$ cat src/rtl/crcw_pkg.sv
package crcw_pkg;
    localparam int CRC_W  = 32;
    localparam int NBYTES = CRC_W / 8;
    localparam int REV_LO = 5;
    localparam int REV_HI = 7;
    localparam int REV_W  = REV_HI - REV_LO + 1;

    localparam logic [7:0] OFS_DATA = 8'h00;
    localparam logic [7:0] OFS_CTRL = 8'h08;
    localparam logic [7:0] OFS_SEED = 8'h10;
    localparam logic [7:0] OFS_POLY = 8'h14;

    typedef struct packed {
        logic [CRC_W-1:0] crc;
        logic [CRC_W-1:0] seed;
        logic [CRC_W-1:0] poly;
        logic [REV_W-1:0] rev;
    } crcw_state_t;

    function automatic logic [CRC_W-1:0] byte_merge(
        input logic [CRC_W-1:0]  old_v,
        input logic [CRC_W-1:0]  new_v,
        input logic [NBYTES-1:0] strobe
    );
        logic [CRC_W-1:0] res;
        res = old_v;
        for (int b = 0; b < NBYTES; b++) begin
            if (strobe[b]) res[b*8 +: 8] = new_v[b*8 +: 8];
        end
        return res;
    endfunction
endpackage

$ cat src/rtl/crcw_mirror.sv
module crcw_mirror #(
    parameter int W = 32
) (
    input  logic [W-1:0] din,
    output logic [W-1:0] dout
);
    for (genvar i = 0; i < W; i++) begin : g_bit
        assign dout[i] = din[W-1-i];
    end
endmodule

$ cat src/rtl/crcw_fold.sv
module crcw_fold #(
    parameter int W = 32
) (
    input  logic [W-1:0] crc_in,
    input  logic [W-1:0] word_in,
    input  logic [W-1:0] poly,
    output logic [W-1:0] crc_out
);
    logic [W-1:0] stage [0:W];

    assign stage[0] = crc_in;

    for (genvar i = 0; i < W; i++) begin : g_step
        logic fb;
        assign fb = stage[i][W-1] ^ word_in[W-1-i];
        assign stage[i+1] = {stage[i][W-2:0], 1'b0} ^ (fb ? poly : '0);
    end

    assign crc_out = stage[W];
endmodule

$ cat src/rtl/wordcrc_unit.sv
module wordcrc_unit #(
    parameter int          ADDR_W    = 5,
    parameter logic [31:0] SEED_RST  = 32'hFFFF_FFFF,
    parameter logic [31:0] POLY_RST  = 32'h04C1_1DB7
) (
    input  logic              clk,
    input  logic              rst_n,
    input  logic [ADDR_W-1:0] bus_addr,
    input  logic              bus_we,
    input  logic [3:0]        bus_be,
    input  logic [31:0]       bus_wdata,
    output logic [31:0]       bus_rdata
);
    import crcw_pkg::*;

    crcw_state_t st_d, st_q;

    logic sel_data, sel_ctrl, sel_seed, sel_poly, mapped;
    logic rev_on;
    logic [CRC_W-1:0] word_rev, word_feed, fold_out, crc_rev, crc_view;

    assign sel_data = (bus_addr == OFS_DATA[ADDR_W-1:0]);
    assign sel_ctrl = (bus_addr == OFS_CTRL[ADDR_W-1:0]);
    assign sel_seed = (bus_addr == OFS_SEED[ADDR_W-1:0]);
    assign sel_poly = (bus_addr == OFS_POLY[ADDR_W-1:0]);
    assign mapped   = sel_data | sel_ctrl | sel_seed | sel_poly;
    assign rev_on   = &st_q.rev;

    crcw_mirror #(.W(CRC_W)) u_in_mirror (
        .din  (bus_wdata),
        .dout (word_rev)
    );

    assign word_feed = rev_on ? word_rev : bus_wdata;

    crcw_fold #(.W(CRC_W)) u_fold (
        .crc_in  (st_q.crc),
        .word_in (word_feed),
        .poly    (st_q.poly),
        .crc_out (fold_out)
    );

    crcw_mirror #(.W(CRC_W)) u_out_mirror (
        .din  (st_q.crc),
        .dout (crc_rev)
    );

    assign crc_view = rev_on ? crc_rev : st_q.crc;

    always_comb begin
        st_d = st_q;
        if (bus_we) begin
            if (sel_data && (&bus_be)) begin
                st_d.crc = fold_out;
            end
            if (sel_ctrl && bus_be[0]) begin
                st_d.rev = bus_wdata[REV_HI:REV_LO];
                if (bus_wdata[0]) st_d.crc = st_q.seed;
            end
            if (sel_seed) st_d.seed = byte_merge(st_q.seed, bus_wdata, bus_be);
            if (sel_poly) st_d.poly = byte_merge(st_q.poly, bus_wdata, bus_be);
        end
    end

    always_ff @(posedge clk) begin
        if (!rst_n) begin
            st_q.crc  <= SEED_RST;
            st_q.seed <= SEED_RST;
            st_q.poly <= POLY_RST;
            st_q.rev  <= '0;
        end else begin
            st_q <= st_d;
        end
    end

    always_comb begin
        bus_rdata = '0;
        if (sel_data) bus_rdata = crc_view;
        if (sel_ctrl) bus_rdata[REV_HI:REV_LO] = st_q.rev;
        if (sel_seed) bus_rdata = st_q.seed;
        if (sel_poly) bus_rdata = st_q.poly;
    end

    // restart loads the seed that was held at the write
    a_r4_restart_seed: assert property (@(posedge clk) disable iff (!rst_n)
        (bus_we && sel_ctrl && bus_be[0] && bus_wdata[0]) |=> (st_q.crc == $past(st_q.seed)));

    // restart bit and reserved control bits never read back
    a_r4_ctrl_readback: assert property (@(posedge clk) disable iff (!rst_n)
        sel_ctrl |-> (bus_rdata[4:0] == 5'd0 && bus_rdata[31:8] == 24'd0));

    // without a write the running value holds
    a_r5_read_no_change: assert property (@(posedge clk) disable iff (!rst_n)
        !bus_we |=> $stable(st_q.crc));

    // partial-strobe data write leaves the running value alone
    a_r7_partial_data: assert property (@(posedge clk) disable iff (!rst_n)
        (bus_we && sel_data && !(&bus_be)) |=> $stable(st_q.crc));

    // writes to unmapped offsets touch nothing
    a_r8_unmapped_write: assert property (@(posedge clk) disable iff (!rst_n)
        (bus_we && !mapped) |=> $stable(st_q));

    // unmapped offsets read zero
    a_r8_unmapped_read: assert property (@(posedge clk) disable iff (!rst_n)
        !mapped |-> (bus_rdata == 32'd0));
endmodule

$ cat config.mk
export PLATFORM = sky130hd
export DESIGN_NAME = wordcrc_unit
export DESIGN_NICKNAME = d
export VERILOG_FILES = /design/src/rtl/crcw_pkg.sv /design/src/rtl/crcw_mirror.sv /design/src/rtl/crcw_fold.sv /design/src/rtl/wordcrc_unit.sv
export SDC_FILE = /design/constraint.sdc
export NUM_CORES = 1
export LEC_CHECK = 0
export BUFFER_PORTS_ARGS = -buffer_cell sky130_fd_sc_hd__buf_2
export CAP_MARGIN = 20
export CORE_MARGIN = 2
export CORE_UTILIZATION = 50
export DETAILED_ROUTE_END_ITERATION = 6
export PLACE_DENSITY = 0.73
export SETUP_SLACK_MARGIN = 0.05
export SLEW_MARGIN = 0
export SYNTH_ARGS = -nofsm -noshare
export SYNTH_HDL_FRONTEND = slang
export SYNTH_SLANG_ARGS = --single-unit
$ cat constraint.sdc
create_clock -name clk -period 21.6 [get_ports clk]
set_clock_uncertainty 0.05 [all_clocks]
set_input_delay 6.48 -clock clk [delete_from_list [all_inputs] [get_ports clk]]
set_output_delay 6.48 -clock clk [all_outputs]
set_load 0.005 [all_outputs]
* Yosys cells after proc, flatten, opt, wreduce, memory -nomap -nowiden *
Cells that the tools add are included.

storage, ports and cells
  flip-flop bits (word level) = 99
  output and inout port bits = 32
  word-level logic and storage cells = 132

operators by class
  bitwise operators = 64
  equal/unequal tests = 3
  reduce and logical (&&, ||, !) cells = 14
  muxes and demuxes = 41

operators with widths
  cell                number
  $mux 32             40
  $xor 32x32->32      32
  $xor 1x1->1         32
  $reduce_and 3->1    9
  $eq 5x5->1 const B  2
  $eq 5x4->1 const B  1
  $logic_not 5->1     1
  $reduce_and 4->1    1
  $mux 3              1
  $logic_and 1x1->1   2
  $reduce_and 2->1    1

* Depth between registers and ports, before layout *
Gate-level depths: netlist of the first run.

  depth in word-level cells = 101
  mapped depth = 59

* Modules after synthesis *
A second synthesis of the first run with hierarchy kept.

second synthesis, totals
  cell total of the unflattened synthesis = 3,766
  area total of the unflattened synthesis = 25,539.5 µm²

modules (own cells, without submodules)
  module        area an instance (µm²)  cells an instance  seq. area each (µm²)  times used
  crcw_fold     19,225.9                3,018              0.0                   1
  wordcrc_unit  5,833.1                 684                1,981.9               1
  crcw_mirror   240.2                   32                 0.0                   2

* Least setup slack after synthesis of the first run *
OpenSTA, ideal clock, no wires.

  kind = input port to flip-flop
  start = input bus_wdata[31]
  end = register st_q[71] in the netlist's numbering
  stages on the path = 55
  path slack = 2.456 ns
  setup time = 0.140 ns
  buffers on the path = 10
  arrival = 18.953 ns
  cells stage by stage = or2b_1 -> a21oi_2 -> nor2_1 -> buf_6 -> o211a_1 -> or4_1 -> buf_2 -> o211ai_1 -> o221ai_2 -> a221o_1 -> buf_2 -> a221oi_4 -> xnor2_1 -> xnor3_2 -> nand3_1 -> o31ai_1 -> or4_1 -> o211ai_1 -> [... 19 more ...] -> and4_1 -> or4b_1 -> buf_2 -> or2_1 -> a221oi_2 -> mux2_4 -> xnor2_1 -> xnor2_1 -> a311o_1 -> o211ai_1 -> xnor3_1 -> buf_6 -> nand2_2 -> buf_6 -> mux2i_1 -> a311oi_1 -> xnor2_1 -> o2111ai_1

on the way
  word-level cells in the longest chain between the ends = 100

ends and longest elaborated chain
  element               line                text
  start, declared       wordcrc_unit.sv:11  input logic [31:0] bus_wdata,
  $mux 32 *             wordcrc_unit.sv:34  assign word_feed = rev_on ? word_rev : bus_wdata;
  $xor 1x1->1           crcw_fold.sv:15     assign fb = stage[i][W-1] ^ word_in[W-1-i];
  $mux 32               crcw_fold.sv:16     assign stage[i+1] = {stage[i][W-2:0], 1'b0} ^ (fb ? poly : '0);
  $xor 32x32->32        crcw_fold.sv:16
  $xor 1x1->1           crcw_fold.sv:15
  $mux 32               crcw_fold.sv:16
  $xor 32x32->32        crcw_fold.sv:16
  $xor 1x1->1           crcw_fold.sv:15
  [... 84 more ...]     --
  $mux 32               crcw_fold.sv:16
  $xor 32x32->32        crcw_fold.sv:16
  $xor 1x1->1           crcw_fold.sv:15
  $mux 32               crcw_fold.sv:16
  $xor 32x32->32 *      crcw_fold.sv:16
  $mux 32 *             wordcrc_unit.sv:53  if (sel_data && (&bus_be)) begin
  $mux 32               wordcrc_unit.sv:58  if (bus_wdata[0]) st_d.crc = st_q.seed;
  $mux 32 *             wordcrc_unit.sv:56  if (sel_ctrl && bus_be[0]) begin
  end signal, assigned  wordcrc_unit.sv:72  st_q <= st_d;
  end, declared         wordcrc_unit.sv:16  crcw_state_t st_d, st_q;

Every way passes the cells marked *; elsewhere a longest branch is shown, timed or not.
A chain may end at the register's enable or synchronous reset.

* Worst setup path after layout of the first run *
  start = input bus_wdata[0]
  end = register st_q[89] in the netlist's numbering

on the way
  word-level cells in the longest chain between the ends = 100

ends and longest elaborated chain
  element            line
  $mux 32            wordcrc_unit.sv:34
  $xor 1x1->1        crcw_fold.sv:15
  $mux 32            crcw_fold.sv:16
  $xor 32x32->32     crcw_fold.sv:16
  $xor 1x1->1        crcw_fold.sv:15
  $mux 32            crcw_fold.sv:16
  $xor 32x32->32     crcw_fold.sv:16
  $xor 1x1->1        crcw_fold.sv:15
  [... 84 more ...]  --
  $mux 32            crcw_fold.sv:16
  $xor 32x32->32     crcw_fold.sv:16
  $xor 1x1->1        crcw_fold.sv:15
  $mux 32            crcw_fold.sv:16
  $xor 32x32->32     crcw_fold.sv:16
  $mux 32            wordcrc_unit.sv:53
  $mux 32            wordcrc_unit.sv:58
  $mux 32 *          wordcrc_unit.sv:56

Marked as above.

==> results.md, run 1 <==
- Max Slew Vio Count: 0
- Initial antenna violation count: 1
- CP Max Fanout: 45
- # rows: 83
- Max Cap Violations: 0
- Critical path class: primary input to register
- Worst path max stage delay: about 0.64 ns
- Clock sink count: ~100
- Multi-input gate area: between 20000 and 25000 um2
- Worst reg2reg setup slack: about 5.3 ns
- Synthesis-stage register bit count: 99
- Worst r2r src: st_q[34]
- Longest Clk Path Bufs: 2
- Async SR Flop Fraction: 0%
- Area Growth Syn to Fin: 4.04%
- Total Die Area: approximately 54000 um2
- Worst path required time: ~22 ns
- Most flops, register: st_q
- CTS Hold Bufs: 0
- Crit. End Element: register
- Antenna viol nets, final: 0
- Post-synth EDFFs: 0
- Gr usage total: between 30% and 40%
- Netlist cell types: ~120
- DR vias/cell: about 6.4
- Routability Congestion: between 1 and 1.5
- Die width: 233 um
- Layout Nets: just under 4000
- Crit path DAT: around 21 ns
- Most common flop cell mapped by yosys: dfxtp_1
- Synth area leader: xnor2_1
- Drt first pass iters: 7
- Core Area: slightly above 50000 um2
- Largest cells by area after synthesis: xnor2_1 26%, nand2_1 15%, dfxtp_1 7.6%, o21ai_0 5.0%, mux2i_1 3.6%
- Pin count of the biggest net entering global routing: around 130
- Later-pin clock latency in the skew report: between 0.3 and 0.4 ns
- Wire length per cell: ~23 um
- Vias in the first global route: 25800
- Period minus WS final: ~21 ns
- Worst-Margin Slew: 1.12 ns
- Hold Crit Class: register to register
- Mapped Cells: about 4000
- Setup_tns: 0 ns
- Initial Util: ~51%
- Regs by FF count: st_q (99)
- Chip height: 233 um
- Total wire length: ~100000 um
- Synth Cell Area: ~26000 um2
- Final setup fails: 0
- CTS Root Cell: clkbuf_16
- CTS Buf Count: 9
- Hold EP: st_q[42]
- Share of the synthesized area in the top cell type: roughly 26%
- Final-report hold violation count: 0
- Final instance area: approximately 27000 um2
- Ratio of cells with drive above 1 in the final layout: about 9.7%
- Worst path slowest cell: or4b_1
- Diode count: 0
- Grt ovf: 0
- Max reg flops: between 90 and 100
- Reg clk slew, reported paths: 0.08 ns
- Initial DRC Count: roughly 4000
- Violated checks: design-rule violations
- Rel. slew slack: 25.3%
- RSZ-0062 raised after global routing: no
- Syn nets: 4070
- Yosys warns: 0
- Seq/Total Area, Yosys: under 10%
- Hold-critical path depth: 2
- CP startpoint: bus_wdata[0]
- Fmax: between 40 and 50 MHz
- Filler cells: 5127
- IO buf count: between 70 and 80
- Ports: between 70 and 80
- Placed cell areas: 26800 um2
- H-Tree Depth: 3
- Mean Syn Cell Area: between 6 and 7 um2
- CTS tree: built
- R2R cell count: about 50
- Worst path most repeated cell: nor2_1
- FF-to-FF End: st_q[89]
- First-pass GRT wire length: about 160000 um
- Outcome: finished with violations
- Vias: 29200
- Period utilisation layout: between 90% and 100%
- Sequential standard cell area: 2010 um2
- Worst Setup Start Kind: primary input
- # DRC: 1
- DP Wirelength: 71300 um
- Hold Startpoint: st_q[42]
Yosys cell counts (18+ instances only):
library cell / n
buf_1: 62
nand3_1: 122
nor3_1: 44
o21ai_0: 260
nor2b_1: 60
nand2b_1: 20
a21oi_1: 148
o21ai_1: 19
o21a_1: 37
a31oi_1: 18
a211oi_1: 38
xnor2_1: 769
buf_4: 61
xor2_1: 65
o211ai_1: 29
dfxtp_1: 99
clkbuf_1: 219
mux2i_1: 93
nand2_1: 1024
buf_2: 50
a211o_1: 18
a22oi_1: 23
o22ai_1: 28
o2111ai_1: 37
nor4_1: 19
nor2_1: 193
a32oi_1: 85
worst max path at each step:
stage	end	slack [ns]	cells after the start
6_report	st_q[89]	0.71	49
5_1_grt	st_q[75]	0.12	49
4_1_cts	st_q[92]	0.18	47
3_5_place_dp	st_q[70]	-0.17	47
3_3_place_gp	st_q[70]	-0.02	47
2_1_floorplan	st_q[71]	2.46	55
cell type report:
cell class / instances / area share, %
multi-input cells: 3508 / 82.7
flip-flops and latches: 99 / 7.36
repair buffers: 222 / 5.52
well taps: 680 / 3.12
clock buffers: 10 / 0.918
inverters: 15 / 0.211
clock inverters: 6 / 0.202
metal layers:
layer / global-route usage (%) / part of all wire (%) / up-vias
met5: 0 / 0 / -
met4: 21.0 / 6.5 / 0
li1: - / - / 13500
met2: 57.0 / 43 / 1901
met1: 48.8 / 40 / 13500
met3: 5.37 / 11 / 360
metrics by stage:
stage | std cells | utilization (%) | worst slack [ns] | hold slack, ns
after floorplan | 4026 | - | 2.46 | 0.399
after global routing | 4540 | 52.8 | 0.121 | 0.458
final | 4540 | 52.8 | 0.705 | 0.442
after detailed placement | 4518 | 51.9 | -0.171 | 0.423
after global placement | 4518 | 51.9 | -0.0197 | 0.420
after CTS | 4534 | 52.5 | 0.184 | 0.440
kinds of logic (layout without fill, tap and decap cells):
logic type             Yosys count  count (layout)  share of synthesized area, %
AO/OA/AOI/OAI                  939             939                          24.7
XOR/XNOR                       860             860                          29.9
buffers and inverters          419             253                          7.40
flip-flops                      99              99                          7.56
multiplexers                   100             100                          3.88
AND/OR/NAND/NOR               1609            1609                          26.5
layout by cell type, fill, tap and decap left out, types with 14 or more instances in the layout:
cell type / netlist / final
mux2i_1: 93 / 91
dfxtp_2: 0 / 17
a31oi_1: 18 / 16
buf_2: 50 / 75
a32oi_1: 85 / 85
a311oi_1: 16 / 15
a22oi_1: 23 / 23
buf_4: 61 / 142
nor4_1: 19 / 18
o21ai_0: 260 / 259
nand4_1: 16 / 16
a21oi_1: 148 / 148
xnor2_2: 5 / 15
xnor2_1: 769 / 758
o2111ai_1: 37 / 37
nand2b_1: 20 / 20
a211oi_1: 38 / 37
dfxtp_1: 99 / 81
and3_1: 14 / 14
nor2b_1: 60 / 60
o22ai_1: 28 / 28
o21ai_1: 19 / 18
nand2_1: 1024 / 1023
o211ai_1: 29 / 29
nor2_1: 193 / 187
o21a_1: 37 / 37
nand3_1: 122 / 122
xor2_1: 65 / 62
a211o_1: 18 / 18
nor3_1: 44 / 43
what timing repair did:
item,in CTS,in global routing
resized for setup,0,31
setup endpoints to repair,0,32
buffers inserted,0,4
worst max-delay path: cells and delay by family:
| kind | cells | cell delay, ns |
|---|---|---|
| buf+inv | 4 | 1.07 |
| compound gates | 21 | 6.09 |
| simple gates | 17 | 4.77 |
| mux | 2 | 0.73 |
| xor+xnor | 5 | 1.87 |
Power of run 1 is left out: the tool's default activity adds up to more than one toggle a clock period on the data nets, which glitch-free logic cannot reach.
==> run 2, diff against run 1 <==
CORE_MARGIN = default   (was 2)
==> results.md, run 2 (synthesis gave the netlist of run 1 again) <==
- Outcome: finished with violations
- Violated checks: design-rule violations
- Placed cell areas: 26700 um2 (-0.24%)
- CP Max Fanout: 30 (-33%)
- Initial antenna violation count: 1 (unchanged)
- RSZ-0062 raised after global routing: no
- Grt ovf: 0 (unchanged)
- H-Tree Depth: 3 (unchanged)
- Final-report hold violation count: 0 (unchanged)
- Area Growth Syn to Fin: 3.82%
- Hold-critical path depth: 2 (unchanged)
- Worst path slowest cell: xnor2_1
- Final core utilization: 52.8% (about the same)
- Rel. slew slack: 26.2% (+0.89 points)
- CTS Root Cell: clkbuf_16
- Worst path most repeated cell: buf_4
- CTS tree: built
- IO buf count: 75 (unchanged)
- Ports: 76 (unchanged)
- Worst Setup Start Kind: primary input
- Final instance area: 27200 um2 (-0.22%)
- CP bufs+invs: 9 (+5)
- Crit. End Element: register
- Placed Instances: 4511 (-0.15%)
- Most common cell after layout, fill and taps aside: nand2_1
- Filler cells: 5246 (+2.3%)
- Chip height: 231 um (-0.86%)
- Vias in the first global route: 26200 (+1.4%)
- Initial DRC Count: 4175 (+5.2%)
- WP depth: 54 (+10%)
- # DRC: 1 (unchanged)
- Vias: 29400 (+0.75%)
- Max Cap Violations: 0 (unchanged)
- Period utilisation layout: 97.3% (+0.55 points)
- R2R cell count: 55 (+12%)
- First-pass GRT wire length: 157000 um (-0.13%)
- Final setup fails: 0 (unchanged)
- Initial Util: 50.9% (+0.10 points)
- Worst path max stage delay: 0.72 ns (+0.08 ns)
- CTS Buf Count: 9 (unchanged)
- Most frequent cells in the layout: 1024 x nand2_1, 760 x xnor2_1, 259 x o21ai_0, 187 x nor2_1, 148 x a21oi_1
- Multi-input gate area: 22500 um2 (-0.17%)
- Ratio of cells with drive above 1 in the final layout: 9.48% (-0.20 points)
- Pin count of the biggest net entering global routing: 100 (-25%)
- Worst-Margin Slew: 1.11 ns (-0.0107 ns)
- Longest Clk Path Bufs: 2 (unchanged)
- Diode count: 0 (unchanged)
- Most flops, register: st_q
- DR vias/cell: 6.49 (+0.77%)
- Fmax: 47.6 MHz (-0.57%)
- Clock sink count: 99 (unchanged)
- Gr usage total: 37.1% (+0.30 points)
- CTS Hold Bufs: 0 (unchanged)
- Routability Congestion: 1.01 (-0.97%)
- Max Slew Vio Count: 0 (unchanged)
- Layout Nets: 3898 (-0.026%)
- Fin cells: 4539 (-0.022%)
- Drt first pass iters: 7 (unchanged)
- Period minus WS final: 21.01 ns (+0.120 ns)
- Die width: 231 um (-0.86%)
- Total Die Area: 53300 um2 (-1.7%)
- Total wire length: 102000 um (-1.1%)
- # rows: 83 (unchanged)
- Worst path required time: 21.75 ns (+0.02 ns)
- Core Area: 51500 um2 (-0.20%)
- Reg clk slew, reported paths: 0.08 ns (about the same)
- Max reg flops: 99 (unchanged)
- Wire length per cell: 22.5 um (-1.0%)
- Hold Crit Class: register to register
- Critical path class: primary input to register
- CP delay by family, top: compound AO/OA/AOI/OAI gates
- Later-pin clock latency in the skew report: 0.38 ns (about the same)
- Regs by FF count: st_q (99)
- DP Wirelength: 70400 um (-1.2%)
- Sequential standard cell area: 2010 um2 (unchanged)
- Antenna viol nets, final: 0 (unchanged)
- Setup_tns: 0 ns (unchanged)
- Crit path DAT: 21.16 ns (+0.13 ns)
## run 2: repair_timing
action / CTS / global route
endpoints found under the setup margin: 0 / 32
setup buffers: 0 / 9
gates resized for setup: 0 / 21
## run 2: metal layers
layer | share of wire [%] | up-vias | track usage [%] | wire length (um)
met1 | 39 | 13500 | 49.4 | 40300
li1 | - | 13500 | - | -
met2 | 42 | 2037 | 56.2 | 43300
met4 | 6.8 | 0 | 21.6 | 6960
met5 | 0 | - | 0 | 0
met3 | 12 | 395 | 6.06 | 11800
## run 2: cell type report
class | count | share of cell area (%)
timing repair buffer | 221 | 5.46
multi-input combinational | 3508 | 82.7
clock inverter | 7 | 0.290
tap | 680 | 3.13
inverter | 15 | 0.212
clock buffer | 9 | 0.828
sequential | 99 | 7.38
## run 2: final timing paths
path / from / endpoint / slack (ns)
setup / recovery: bus_wdata[0] / st_q[89] / 0.59
setup reg to reg: st_q[34] / st_q[89] / 5.19
hold / removal: st_q[46] / st_q[46] / 0.45
hold reg to reg: st_q[46] / st_q[46] / 0.45
## run 2: through the flow
step	hold WS (ns)	setup WS [ns]
final	0.447	0.586
after global routing	0.468	0.0502
after CTS	0.444	0.611
after detailed placement	0.430	0.259
after global placement	0.419	0.435
after floorplan	0.399	2.46
## run 2: worst reg2reg max path: cells and delay by family, from the launching register on
| kind | cells | cell delay, ns |
|---|---|---|
| simple gates | 16 | 5.21 |
| compound gates | 20 | 5.01 |
| flops | 1 | 0.62 |
| buf+inv | 11 | 2.77 |
| xor+xnor | 7 | 2.43 |
| mux | 1 | 0.12 |
Power of run 2 is left out for the same reason.
